$ cat src/rtl/qdac_pkg.sv
package qdac_pkg;

    // Shutdown action carried by a decoded command
    typedef enum logic [1:0] {
        SD_ONE_ON  = 2'd0,
        SD_ONE_OFF = 2'd1,
        SD_ALL_OFF = 2'd2
    } sd_op_e;

    localparam int unsigned DEF_DATA_W      = 8;
    localparam int unsigned DEF_ADDR_W      = 2;
    localparam int unsigned DEF_SYNC_STAGES = 2;

endpackage

$ cat src/rtl/qdac_sync.sv
module qdac_sync #(
    parameter int unsigned    W       = 4,
    parameter int unsigned    STAGES  = 2,
    parameter logic [W-1:0]   RST_VAL = '0
) (
    input  logic         clk,
    input  logic         rst_n,
    input  logic [W-1:0] d_i,
    output logic [W-1:0] q_o
);

    logic [STAGES-1:0][W-1:0] stg_d, stg_q;

    always_comb begin
        stg_d[0] = d_i;
    end

    for (genvar s = 1; s < STAGES; s++) begin : g_stage
        always_comb begin
            stg_d[s] = stg_q[s-1];
        end
    end

    always_ff @(posedge clk or negedge rst_n) begin
        if (!rst_n) stg_q <= {STAGES{RST_VAL}};
        else        stg_q <= stg_d;
    end

    assign q_o = stg_q[STAGES-1];

endmodule

$ cat src/rtl/qdac_shifter.sv
module qdac_shifter
    import qdac_pkg::*;
#(
    parameter int unsigned DATA_W = 8,
    parameter int unsigned ADDR_W = 2
) (
    input  logic              clk,
    input  logic              rst_n,
    input  logic              sclk_s,
    input  logic              csn_s,
    input  logic              sdi_s,
    output logic              cmd_vld_o,
    output sd_op_e            cmd_op_o,
    output logic [ADDR_W-1:0] cmd_addr_o,
    output logic [DATA_W-1:0] cmd_data_o,
    output logic [DATA_W+ADDR_W+1:0] shift_o
);

    localparam int unsigned WORD_W = DATA_W + ADDR_W + 2;
    localparam int unsigned ALL_B  = WORD_W - 1;
    localparam int unsigned ONE_B  = WORD_W - 2;

    typedef struct packed {
        logic              sclk_prev;
        logic              csn_prev;
        logic [WORD_W-1:0] sr;
        logic              vld;
        sd_op_e            op;
        logic [ADDR_W-1:0] addr;
        logic [DATA_W-1:0] data;
    } st_t;

    st_t st_d, st_q;

    always_comb begin
        st_d     = st_q;
        st_d.vld = 1'b0;
        // shift only on a serial clock rise inside a frame
        if (sclk_s && !st_q.sclk_prev && !csn_s) begin
            st_d.sr = {st_q.sr[WORD_W-2:0], sdi_s};
        end
        // frame end: decode the last WORD_W bits
        if (csn_s && !st_q.csn_prev) begin
            st_d.vld  = 1'b1;
            st_d.addr = st_q.sr[DATA_W +: ADDR_W];
            st_d.data = st_q.sr[DATA_W-1:0];
            if (!st_q.sr[ALL_B])      st_d.op = SD_ALL_OFF;
            else if (!st_q.sr[ONE_B]) st_d.op = SD_ONE_OFF;
            else                      st_d.op = SD_ONE_ON;
        end
        st_d.sclk_prev = sclk_s;
        st_d.csn_prev  = csn_s;
    end

    always_ff @(posedge clk or negedge rst_n) begin
        if (!rst_n) begin
            st_q          <= '0;
            st_q.csn_prev <= 1'b1;
        end else begin
            st_q <= st_d;
        end
    end

    assign cmd_vld_o  = st_q.vld;
    assign cmd_op_o   = st_q.op;
    assign cmd_addr_o = st_q.addr;
    assign cmd_data_o = st_q.data;
    assign shift_o    = st_q.sr;

endmodule

$ cat src/rtl/qdac_bank.sv
module qdac_bank
    import qdac_pkg::*;
#(
    parameter int unsigned DATA_W = 8,
    parameter int unsigned ADDR_W = 2
) (
    input  logic                         clk,
    input  logic                         rst_n,
    input  logic                         clr_n,
    input  logic                         ld_act,
    input  logic                         wr_vld,
    input  sd_op_e                       wr_op,
    input  logic [ADDR_W-1:0]            wr_addr,
    input  logic [DATA_W-1:0]            wr_data,
    output logic [(1<<ADDR_W)*DATA_W-1:0] codes_o,
    output logic [(1<<ADDR_W)-1:0]        shdn_o
);

    localparam int unsigned NCH = 1 << ADDR_W;

    typedef struct packed {
        logic [NCH-1:0][DATA_W-1:0] in_reg;
        logic [NCH-1:0][DATA_W-1:0] dac_reg;
    } rank_t;

    rank_t          rank_d, rank_q;
    logic [NCH-1:0] shdn_d, shdn_q;
    logic           arst_n;

    // clear joins reset for the two code ranks only
    assign arst_n = rst_n & clr_n;

    always_comb begin
        rank_d = rank_q;
        shdn_d = shdn_q;
        if (wr_vld) begin
            rank_d.in_reg[wr_addr] = wr_data;
            unique case (wr_op)
                SD_ALL_OFF: shdn_d          = '1;
                SD_ONE_OFF: shdn_d[wr_addr] = 1'b1;
                default:    shdn_d[wr_addr] = 1'b0;
            endcase
        end
        // load copies the updated first rank, so a same-cycle write passes through
        if (ld_act) rank_d.dac_reg = rank_d.in_reg;
    end

    always_ff @(posedge clk or negedge arst_n) begin
        if (!arst_n) rank_q <= '0;
        else         rank_q <= rank_d;
    end

    always_ff @(posedge clk or negedge rst_n) begin
        if (!rst_n) shdn_q <= '0;
        else        shdn_q <= shdn_d;
    end

    assign codes_o = rank_q.dac_reg;
    assign shdn_o  = shdn_q;

endmodule

$ cat src/rtl/quad_dac_ctrl.sv
module quad_dac_ctrl
    import qdac_pkg::*;
#(
    parameter int unsigned DATA_W      = DEF_DATA_W,
    parameter int unsigned ADDR_W      = DEF_ADDR_W,
    parameter int unsigned SYNC_STAGES = DEF_SYNC_STAGES
) (
    input  logic                          clk,
    input  logic                          rst_n,
    input  logic                          sclk_i,
    input  logic                          csn_i,
    input  logic                          sdi_i,
    input  logic                          ldn_i,
    input  logic                          clrn_i,
    output logic [(1<<ADDR_W)*DATA_W-1:0] dac_codes_o,
    output logic [(1<<ADDR_W)-1:0]        shdn_o
);

    localparam int unsigned WORD_W = DATA_W + ADDR_W + 2;

    logic [3:0]        pins_s;
    logic              sclk_s, csn_s, sdi_s, ldn_s, ld_act;
    logic              cmd_vld;
    sd_op_e            cmd_op;
    logic [ADDR_W-1:0] cmd_addr;
    logic [DATA_W-1:0] cmd_data;
    logic [WORD_W-1:0] shift_word;

    // order {load, select, serial clock, data}; idle levels 1,1,0,0
    qdac_sync #(.W(4), .STAGES(SYNC_STAGES), .RST_VAL(4'b1100)) i_sync (
        .clk   (clk),
        .rst_n (rst_n),
        .d_i   ({ldn_i, csn_i, sclk_i, sdi_i}),
        .q_o   (pins_s)
    );

    assign {ldn_s, csn_s, sclk_s, sdi_s} = pins_s;
    assign ld_act = ~ldn_s;

    qdac_shifter #(.DATA_W(DATA_W), .ADDR_W(ADDR_W)) i_shift (
        .clk        (clk),
        .rst_n      (rst_n),
        .sclk_s     (sclk_s),
        .csn_s      (csn_s),
        .sdi_s      (sdi_s),
        .cmd_vld_o  (cmd_vld),
        .cmd_op_o   (cmd_op),
        .cmd_addr_o (cmd_addr),
        .cmd_data_o (cmd_data),
        .shift_o    (shift_word)
    );

    qdac_bank #(.DATA_W(DATA_W), .ADDR_W(ADDR_W)) i_bank (
        .clk     (clk),
        .rst_n   (rst_n),
        .clr_n   (clrn_i),
        .ld_act  (ld_act),
        .wr_vld  (cmd_vld),
        .wr_op   (cmd_op),
        .wr_addr (cmd_addr),
        .wr_data (cmd_data),
        .codes_o (dac_codes_o),
        .shdn_o  (shdn_o)
    );

endmodule

$ cat config.mk
export PLATFORM = sky130hd
export DESIGN_NAME = quad_dac_ctrl
export DESIGN_NICKNAME = d
export VERILOG_FILES = /design/src/rtl/qdac_pkg.sv /design/src/rtl/qdac_sync.sv /design/src/rtl/qdac_shifter.sv /design/src/rtl/qdac_bank.sv /design/src/rtl/quad_dac_ctrl.sv
export SDC_FILE = /design/constraint.sdc
export NUM_CORES = 1
export LEC_CHECK = 0
export CELL_PAD_IN_SITES_DETAIL_PLACEMENT = 2
export CELL_PAD_IN_SITES_GLOBAL_PLACEMENT = 2
export CORE_MARGIN = 10
export CORE_UTILIZATION = 40
export CTS_CLUSTER_DIAMETER = 80
export DETAILED_ROUTE_END_ITERATION = 8
export PLACE_DENSITY_LB_ADDON = 0.1
export SLEW_MARGIN = 0
export SYNTH_ARGS = -nofsm -noshare
export SYNTH_HDL_FRONTEND = slang
export SYNTH_SLANG_ARGS = --single-unit
$ cat constraint.sdc
create_clock -name clk -period 7.3 [get_ports clk]
set_clock_uncertainty 0.2 [all_clocks]
set_input_delay 0.73 -clock clk [delete_from_list [all_inputs] [get_ports clk]]
set_output_delay 0.73 -clock clk [all_outputs]
set_load 0.02 [all_outputs]
==> Word level (Yosys, flattened, before mapping) <==
Cells that the tools add are included.
{ "totals": {"word_cells": 43, "in_bits": 7, "ff_bits": 103} }
{ "op_classes": {"mux": 10, "reduce_logical": 7, "n_eq_ne": 2, "bitwise": 4, "magnitude_cmp": 2} }
{ "ops": {"columns": ["operator", "n"], "rows": [
  ["$bwmux W32", 1],
  ["$mux W32", 1],
  ["$demux W8 S2", 1],
  ["$mux W13", 1],
  ["$mux W8", 1],
  ["$pmux W4 S2", 1],
  ["$and A4 B4 Y4", 1],
  ["$logic_and A1 B1 Y1", 4],
  ["$not A4 Y4", 1],
  ["$or A4 B4 Y4", 1],
  ["$logic_not A1 Y1", 3],
  ["$lt A2 B3 Y1 const B", 1],
  ["$demux W1 S2", 1],
  ["$eq A2 B1 Y1 const B", 1],
  ["$eq A2 B2 Y1 const B", 1],
  ["$ge A2 B1 Y1 const B", 1],
  ["$mux W1", 2],
  ["$mux W2", 1],
  ["$and A1 B1 Y1", 1]
]} }

==> Logic depth before layout (Yosys ltp) <==
Gate-level depths: netlist (run 1).
{ "logic_depth": {"ltp_word": 7, "ltp_mapped": 6} }

==> Modules after synthesis <==
Synthesis (run 1) repeated with hierarchy kept, for this count alone.
{ "hier_totals": {"hier_cells": 392, "hier_area_um2": 4346.7} }
{ "modules_own_cells": {"columns": ["mod", "cells_per_inst", "area_per_inst_um2", "n_inst", "seq_area_each_um2"], "rows": [
  ["qdac_bank", 302, 2907.8, 1, 1701.6],
  ["qdac_shifter", 81, 1229.9, 1, 676.9],
  ["qdac_sync", 8, 205.2, 1, 205.2],
  ["quad_dac_ctrl", 1, 3.8, 1, 0.0]
]} }

==> Least setup slack after synthesis (run 1) <==
Ideal clock, no wire load.
{ "synth_path": {"path_type": "register to register", "from": "reg i_shift.st_q, in the netlist i_shift.cmd_vld_o", "to": "reg i_bank.rank_q, in the netlist i_bank.codes_o[0]", "synth_period_minus_slack_ns": 1.814, "setup_ns": 0.125, "arrival_time_ns": 1.490, "slack_ns": 5.486, "stages_incl_launch_ff": 6, "n_path_buf": 2, "t_required_ns": 6.975, "cell_sequence": "dfrtp_1 > buf_4 > or3b_1 > buf_6 > mux2_4 > mux2_2"} }
{ "synth_rtl": {"columns": ["element", "line", "text"], "rows": [
  ["start: declaration", "qdac_shifter.sv:33", "st_t st_d, st_q;"],
  ["start signal: assignment", "qdac_shifter.sv:60", "st_q <= st_d;"],
  ["end signal: assignment", "qdac_bank.sv:50", "else rank_q <= rank_d;"],
  ["end: declaration", "qdac_bank.sv:26", "rank_t rank_d, rank_q;"]
]} }

==> Final worst setup path (run 1) <==
{ "layout_path": {"from": "reg i_bank.shdn_q[3], in the netlist i_bank.shdn_o[3]", "to": "out shdn_o[3]"} }
{ "layout_rtl": {"columns": ["element", "line", "text"], "rows": [
  ["start: declaration", "qdac_bank.sv:27", "logic [NCH-1:0] shdn_d, shdn_q;"],
  ["start signal: assignment", "qdac_bank.sv:55", "else shdn_q <= shdn_d;"],
  ["end: declaration", "quad_dac_ctrl.sv:16", "output logic [(1<<ADDR_W)-1:0] shdn_o"]
]} }
No word-level cell between the ends.

==> reports/summary.txt, run 1 <==
==============================================================================
Synthesis-stage register bit count                                         103
Number of H-tree branching levels                                            3
Cell row count                                                              37
Areal power density over the cells                                  300 mW/mm²
Buffers and inverters on the worst path                                      1
Class of the tightest hold or removal check                         reg -> reg
Synth warn                                                                   0
Cells on Worst Hold Path                                                     0
Startpoint of the most critical hold path                         i_sync.stg_d[5]
MaxCap Viol Count                                                            0
Crit path required time                                                6.37 ns
Total net switching power                                             0.395 mW
Core ar.                                                            0.0102 mm²
Number of nets in the final layout                                         319
Data arrival, critical path                                            1.38 ns
Gate family responsible for the most delay along the worst path   buffers and inverters
Max clock buf depth                                                          2
Cell-internal power                                                   0.991 mW
FF/Latch Area                                                      0.00258 mm²
Setup repair after global routing missed its margin                      false
Number of distinct library cells after synthesis                            26
Worst flop-to-flop path startpoint                                i_shift.cmd_vld_o
Sequential share of the synthesized area                                 62.5%
Total count of hold-check failures in the final report                       0
Vias in the first global route                                           2,450
Count of antenna-violating nets left after detailed routing                  0
Cell at the slowest stage of the critical path                    clkdlybuf4s50_1
Worst reg2reg path depth                                                     3
Power share of the sequential group                                      55.9%
Total nets after synthesis                                                 307
Area of combinational cells with multiple inputs                   0.00124 mm²
Filler instances                                                           994
Top-Level Pins                                                              43
Number of port buffers                                                      42
Most common cell after layout, fill and taps aside                     dfrtp_1
Setup violations, final                                                      0
Post-Synth Adder-Cell Area                                              0.605%
Maximum VDD drop                                                      0.135 mV
Post-route standard cell area excluding fillers                    0.00463 mm²
Area growth, synth to finish                                             11.8%
Leakage Power                                                          2.20 nW
Chip Width                                                              122 µm
Final Cycle Share                                                        31.6%
Wire length of the first global-routing pass                         13,500 µm
Setup Total Neg Slack                                                     0 ns
Number of clock buffers inserted by TritonCTS                                9
Mean Syn Cell Area                                                    13.9 µm²
Number of gates resized after CTS                                            0
Floorplan die height                                                    122 µm
Starting utilization of the core area                                    40.6%
Avg Vias per Cell                                                         4.88
Leftover overflow at the end of global routing                               0
CP startpoint kind                                                    register
Pin count of the biggest net entering global routing                        65
CTS tree                                                                   yes
Fraction of power consumed by the clock network                          24.0%
Commonest cells after routing, fill and taps aside                98 x dfrtp_1, 62 x mux2_2, 41 x clkdlybuf4s50_1
Multiplexer fraction of the synthesized cell area                        20.0%
Vias                                                                     2,201
Share of post-route cells with drive strength above 1                    29.2%
Xor-xnor portion of the synthesized cell area                               0%
Dominant combinational cell family by area after synthesis        multiplexers
Highest fanout seen on the critical path                                     3
Post-synthesis compound-gate area fraction                               3.72%
Number of buffers added to fix hold violations after cts                     0
Critical Path Sink Type                                            output port
Post-route DRC violation count                                               0
Cell chain of the critical path                                   clkdlybuf4s50_1
Post-Synth Simple-Gate Area                                              5.57%
GP Congestion                                                            0.671
Worst-Skew Late Latency                                                0.37 ns
Root buffer selected by CTS                                           clkbuf_8
Number of antenna cells inserted                                             0
HPWL after detailed placement                                          5440 µm
Slowest cell delay on critical path                                    0.62 ns
Clock period minus worst slack                                         2.31 ns
Antenna violations before repair                                             0
Fraction of power spent switching nets                                   28.5%
Cells after synthesis                                                      298
Pin slew with the least headroom to its limit                         0.857 ns
Hold Path End                                                     i_sync.q_o[1]
Worst rel slew slack                                                     42.8%
Number of post-CTS setup repair buffers                                      0
Run status                                                        finished, final reports clean
Wire length reported by the detailed router                            8080 µm
Floorplan die area                                                  0.0148 mm²
Type of the worst setup path                                        reg -> out
Number of iterations in the first detailed-routing pass                      4
Clock slew at reported path FFs                                        0.09 ns
Comb power frac                                                          20.1%
Routed wire length per instance                                        17.9 µm
Reg-to-Reg End                                                    i_bank.codes_o[7]
Minimum setup slack among reg-to-reg paths                             5.16 ns
Maximum clock frequency                                              0.433 GHz
Fin. max-slew vios                                                           0
Final core utilization                                                   45.4%
Area after detailed placement                                      0.00445 mm²
First-iteration detailed-routing DRC count                                  83
Sinks on Clock Net                                                         103
Overall global routing resource usage                                    11.8%
Mapped cell area                                                   0.00414 mm²
==============================================================================
==> cell families (layout without fill, tap and decap cells) <==
group           Yosys count  count (layout)
simple gates             47              47
flops                   103             103
fa+ha+maj                 2               2
mux                      71              71
buf+inv                  48              65
compound gates           27              27
==> Yosys cell counts (all sizes together) <==
master	instances	area [µm²]
dfrtp	98	2450
mux2	70	818
buf	37	274
nand2	27	101
a21oi	20	100
nor2b	10	62.6
clkbuf	7	26.3
dfstp	5	131
inv	4	15.0
a32o	3	30.0
nand3b	3	22.5
ha	2	25.0
o21ai	2	10.0
a22oi	1	7.51
and2	1	6.26
and3	1	6.26
mux2i	1	10.0
nand2b	1	6.26
nand3	1	5.00
nor2	1	3.75
nor3b	1	7.51
o22ai	1	6.26
or3b	1	8.76
==> power by group through the flow <==
stage / Clock [mW] / Combinational (mW) / Sequential, mW
global placement: 0 / 0.274 / 0.784
global route: 0.372 / 0.306 / 0.795
detailed placement: 0 / 0.286 / 0.790
CTS: 0.349 / 0.288 / 0.779
floorplan: 0 / 0.227 / 0.741
finish: 0.332 / 0.279 / 0.774
==> area by class of cell <==
class | instances | share of cell area [%]
clock buffers | 16 | 3.90
inverters | 4 | 0.325
multi-input cells | 147 | 26.8
flip-flops and latches | 103 | 55.9
well taps | 136 | 3.68
repair buffers | 45 | 9.47
==> metrics by stage <==
| step | worst slack (ns) | total power, mW | hold slack (ns) | std cells |
|---|---|---|---|---|
| 2_1_floorplan | 4.41 | 0.968 | 0.131 | 298 |
| 3_3_place_gp | 4.64 | 1.06 | 0.135 | 435 |
| 3_5_place_dp | 4.62 | 1.08 | 0.136 | 435 |
| 4_1_cts | 4.94 | 1.42 | 0.157 | 451 |
| 5_1_grt | 4.86 | 1.47 | 0.164 | 451 |
| 6_report | 4.99 | 1.39 | 0.153 | 451 |
==> worst max-delay path by stage <==
stage | endpoint | cells past startpoint | from | slack (ns)
floorplan | i_bank.codes_o[0] | 1 | clrn_i | 4.41
global placement | i_bank.rank_q[60] | 3 | rst_n | 4.64
detailed placement | i_bank.codes_o[7] | 3 | rst_n | 4.62
CTS | dac_codes_o[0] | 1 | i_bank.codes_o[0] | 4.94
global route | i_bank.codes_o[5] | 3 | rst_n | 4.86
finish | shdn_o[3] | 1 | i_bank.shdn_o[3] | 4.99
==> flip-flops by register name (all words and copies together), names as in the netlist <==
signal	cells
i_shift.cmd_op_o	2
i_shift.cmd_addr_o	2
i_shift.cmd_data_o	8
i_bank.rank_q	32
i_shift.st_q	2
i_bank.shdn_o	4
i_sync.stg_d	4
i_bank.codes_o	32
i_sync.q_o	4
i_shift.cmd_vld_o	1
i_shift.shift_o	12
==> per-layer routing <==
| metal | routed length, µm | global-route usage (%) | vias to the layer above |
|---|---|---|---|
| met2 | 3950 | 18.6 | 37 |
| met3 | 295 | 2.82 | 11 |
| met1 | 3680 | 14.6 | 1149 |
| met4 | 155 | 6.26 | 0 |
| li1 | - | - | 1004 |
| met5 | 0 | 0 | - |
Power figures use the tool's default switching activity.
==> inputs of run 2 (changes only) <==
--- a/config.mk
+++ b/config.mk
@@ -8,7 +8,7 @@
 export CELL_PAD_IN_SITES_DETAIL_PLACEMENT = 2
 export CELL_PAD_IN_SITES_GLOBAL_PLACEMENT = 2
 export CORE_MARGIN = 10
-export CORE_UTILIZATION = 40
+export CORE_UTILIZATION = 39
 export CTS_CLUSTER_DIAMETER = 80
 export DETAILED_ROUTE_END_ITERATION = 8
 export PLACE_DENSITY_LB_ADDON = 0.1
==> constraint.sdc (replaced) <==
create_clock -name clk -period 2.2 [get_ports clk]
set_clock_uncertainty 0.2 [all_clocks]
set_input_delay 0.22 -clock clk [delete_from_list [all_inputs] [get_ports clk]]
set_output_delay 0.22 -clock clk [all_outputs]
set_load 0.02 [all_outputs]
==> run 2 against run 1 <==
Sequential power rose to 3.3 times the previous value. Count of clock-buffer cells in the layout decreased by 5. Die area increased by 2.1%. Total power grew to 3.5 times the previous value. Non-clock buffer count rose by 8. Global-route usage up 0.31 points. Utilization increased by 0.65 points. Combinational power increased to 3.4 times the previous value. Routed wire length rose by 3.2%. Register-to-register slack lost 4.9 ns.
==> reports/summary.txt, run 2 (same netlist as run 1, synthesis figures left out) <==
==========================================================================
Routed wire length per instance                                    18.2 µm   +1.4%
Commonest cells after routing, fill and taps aside            98 x dfrtp_1, 62 x mux2_2, 41 x clkdlybuf4s50_1
Worst path setup slack after routing                              0.288 ns   -4.70 ns
Count of antenna-violating nets left after detailed routing              0   unchanged
Worst rel slew slack                                                 61.0%   +18 points
Most common cell after layout, fill and taps aside                 dfrtp_1
Area of combinational cells with multiple inputs               0.00124 mm²   unchanged
Vias in the first global route                                       2,609   +6.5%
Avg Vias per Cell                                                     4.90   +0.40%
Filler instances                                                     1,008   +1.4%
Post-route DRC violation count                                           0   unchanged
Non-Filler Instances                                                   459   +1.8%
Cell chain of the critical path                               or3b_1, buf_4, mux2_4, mux2_2
Overall global routing resource usage                                12.1%   +0.31 points
Floorplan die height                                                123 µm   +1.1%
MaxCap Viol Count                                                        0   unchanged
Cells on Worst Hold Path                                                 1   +1
Core ar.                                                        0.0103 mm²   +1.4%
Number of H-tree branching levels                                        3   unchanged
CP startpoint kind                                                register
Antenna violations before repair                                         0   unchanged
First-iteration detailed-routing DRC count                             115   +39%
Share of post-route cells with drive strength above 1                31.6%   +2.4 points
Clock period minus worst slack                                     1.91 ns
Areal power density over the cells                             1010 mW/mm²   +240%
Leakage Power                                                      2.27 nW   +2.9%
Type of the worst setup path                                    reg -> reg
Class of the tightest hold or removal check                      in -> reg
Met2 global-route usage                                              20.0%   +1.3 points
Highest fanout seen on the critical path                                10   +7
Worst-case setup slack after placement                            0.295 ns   -4.33 ns
Run status                                                    finished, final reports clean
Top-Level Pins                                                          43   unchanged
Number of iterations in the first detailed-routing pass                  4   unchanged
Hold slack final                                                 0.0529 ns   -0.100 ns
Clock slew at reported path FFs                                    0.09 ns   about the same
Grt met3 use                                                         3.78%   +0.96 points
Worst reg2reg path depth                                                 4   +1
Root buffer selected by CTS                                       clkbuf_8
Cell at the slowest stage of the critical path                     dfrtp_1
Area after detailed placement                                  0.00452 mm²   +1.7%
Sinks on Clock Net                                                     103   unchanged
Total count of hold-check failures in the final report                   0   unchanged
Cell count after placement                                             442   +1.6%
Busiest layer in global routing                                       met2
Area growth, synth to finish                                         15.0%
Pin slew with the least headroom to its limit                     0.586 ns   -0.272 ns
Wire length reported by the detailed router                        8340 µm   +3.2%
GP Congestion                                                        0.673   +0.27%
Wire length of the first global-routing pass                     14,100 µm   +4.2%
Critical Path Sink Type                                           register
Worst-Skew Late Latency                                            0.37 ns   about the same
CTS tree                                                               yes
Vias                                                                 2,249   +2.2%
Pin count of the biggest net entering global routing                    65   unchanged
Number of gates resized after CTS                                        0   unchanged
Cell row count                                                          37   unchanged
Number of antenna cells inserted                                         0   unchanged
Starting utilization of the core area                                40.1%   -0.55 points
Chip Width                                                          123 µm   +1.1%
Slowest cell delay on critical path                                0.44 ns   -0.18 ns
Number of nets in the final layout                                     327   +2.5%
Setup violations, final                                                  0   unchanged
Setup repair after global routing missed its margin                  false
Post-route standard cell area excluding fillers                0.00476 mm²   +2.8%
Design Power                                                       4.81 mW   +250%
Fin. max-slew vios                                                       0   unchanged
Leftover overflow at the end of global routing                           0   unchanged
Number of clock buffers inserted by TritonCTS                            9   unchanged
FF/Latch Area                                                  0.00258 mm²   unchanged
Maximum VDD drop                                                  0.350 mV   +160%
Maximum clock frequency                                          0.523 GHz
Data arrival, critical path                                        1.97 ns   +0.59 ns
Crit path required time                                            2.25 ns   -4.12 ns
Floorplan die area                                              0.0151 mm²   +2.1%
Setup Total Neg Slack                                                 0 ns   unchanged
Final Cycle Share                                                    86.9%
Final core utilization                                               46.1%   +0.65 points
Number of port buffers                                                  42   unchanged
HPWL after detailed placement                                      5510 µm   +1.4%
Met1 Use GR                                                          14.4%   -0.21 points
Max clock buf depth                                                      2   unchanged
==========================================================================
==> run 2: changes by cell type in the layout (fill, tap and decap cells not counted), moves of 2 or more <==
cell,before,now
buf_12,0,2
bufinv_16,0,2
clkbuf_1,4,1
buf_4,3,8
clkbuf_8,12,10
==> run 2: area by class of cell <==
cell class              instances  share of cell area, %
clock inverters                 5                   1.71
inverters                       4                  0.316
flip-flops and latches        103                   54.3
clock buffers                  11                   2.97
multi-input cells             147                   26.0
repair buffers                 53                   11.0
well taps                     136                   3.58
==> run 2: worst paths after layout <==
check	start	slack, ns	end
worst max register to register	i_shift.cmd_addr_o[0]	0.29	i_bank.codes_o[7]
worst min register to register	i_sync.stg_d[5]	0.16	i_sync.q_o[1]
worst min-delay path	csn_i	0.05	i_sync.stg_d[6]
worst max-delay path	i_shift.cmd_addr_o[0]	0.29	i_bank.codes_o[7]
max in group asynchronous	rst_n	1.17	i_bank.rank_q[38]
min in group asynchronous	clrn_i	0.14	i_bank.codes_o[14]
==> run 2: worst max-delay path: cells and delay by family, from the launching register on <==
| family | cells | cell delay, ns |
|---|---|---|
| buf+inv | 1 | 0.20 |
| flops | 1 | 0.44 |
| mux | 2 | 0.57 |
| simple gates | 1 | 0.38 |
==> run 2: timing repair <==
| item | 4_1_cts | 5_1_grt |
|---|---|---|
| hold buffers | 1 | 0 |
| buffers inserted | 0 | 0 |
| endpoints found under the hold margin | 98 | 0 |
==> run 2: report_power, final <==
group          leakage, nW  internal (mW)  switching, mW
registers             1.34           2.24          0.317
clock network        0.110          0.673          0.636
logic                0.817          0.550          0.395
total                 2.27           3.47           1.35
==> run 2: layer usage <==
layer  vias to the layer above  wire [µm]
met5                         -          0
met4                         0        117
met3                         6        374
met2                        37       4140
met1                      1191       3710
li1                       1015          -
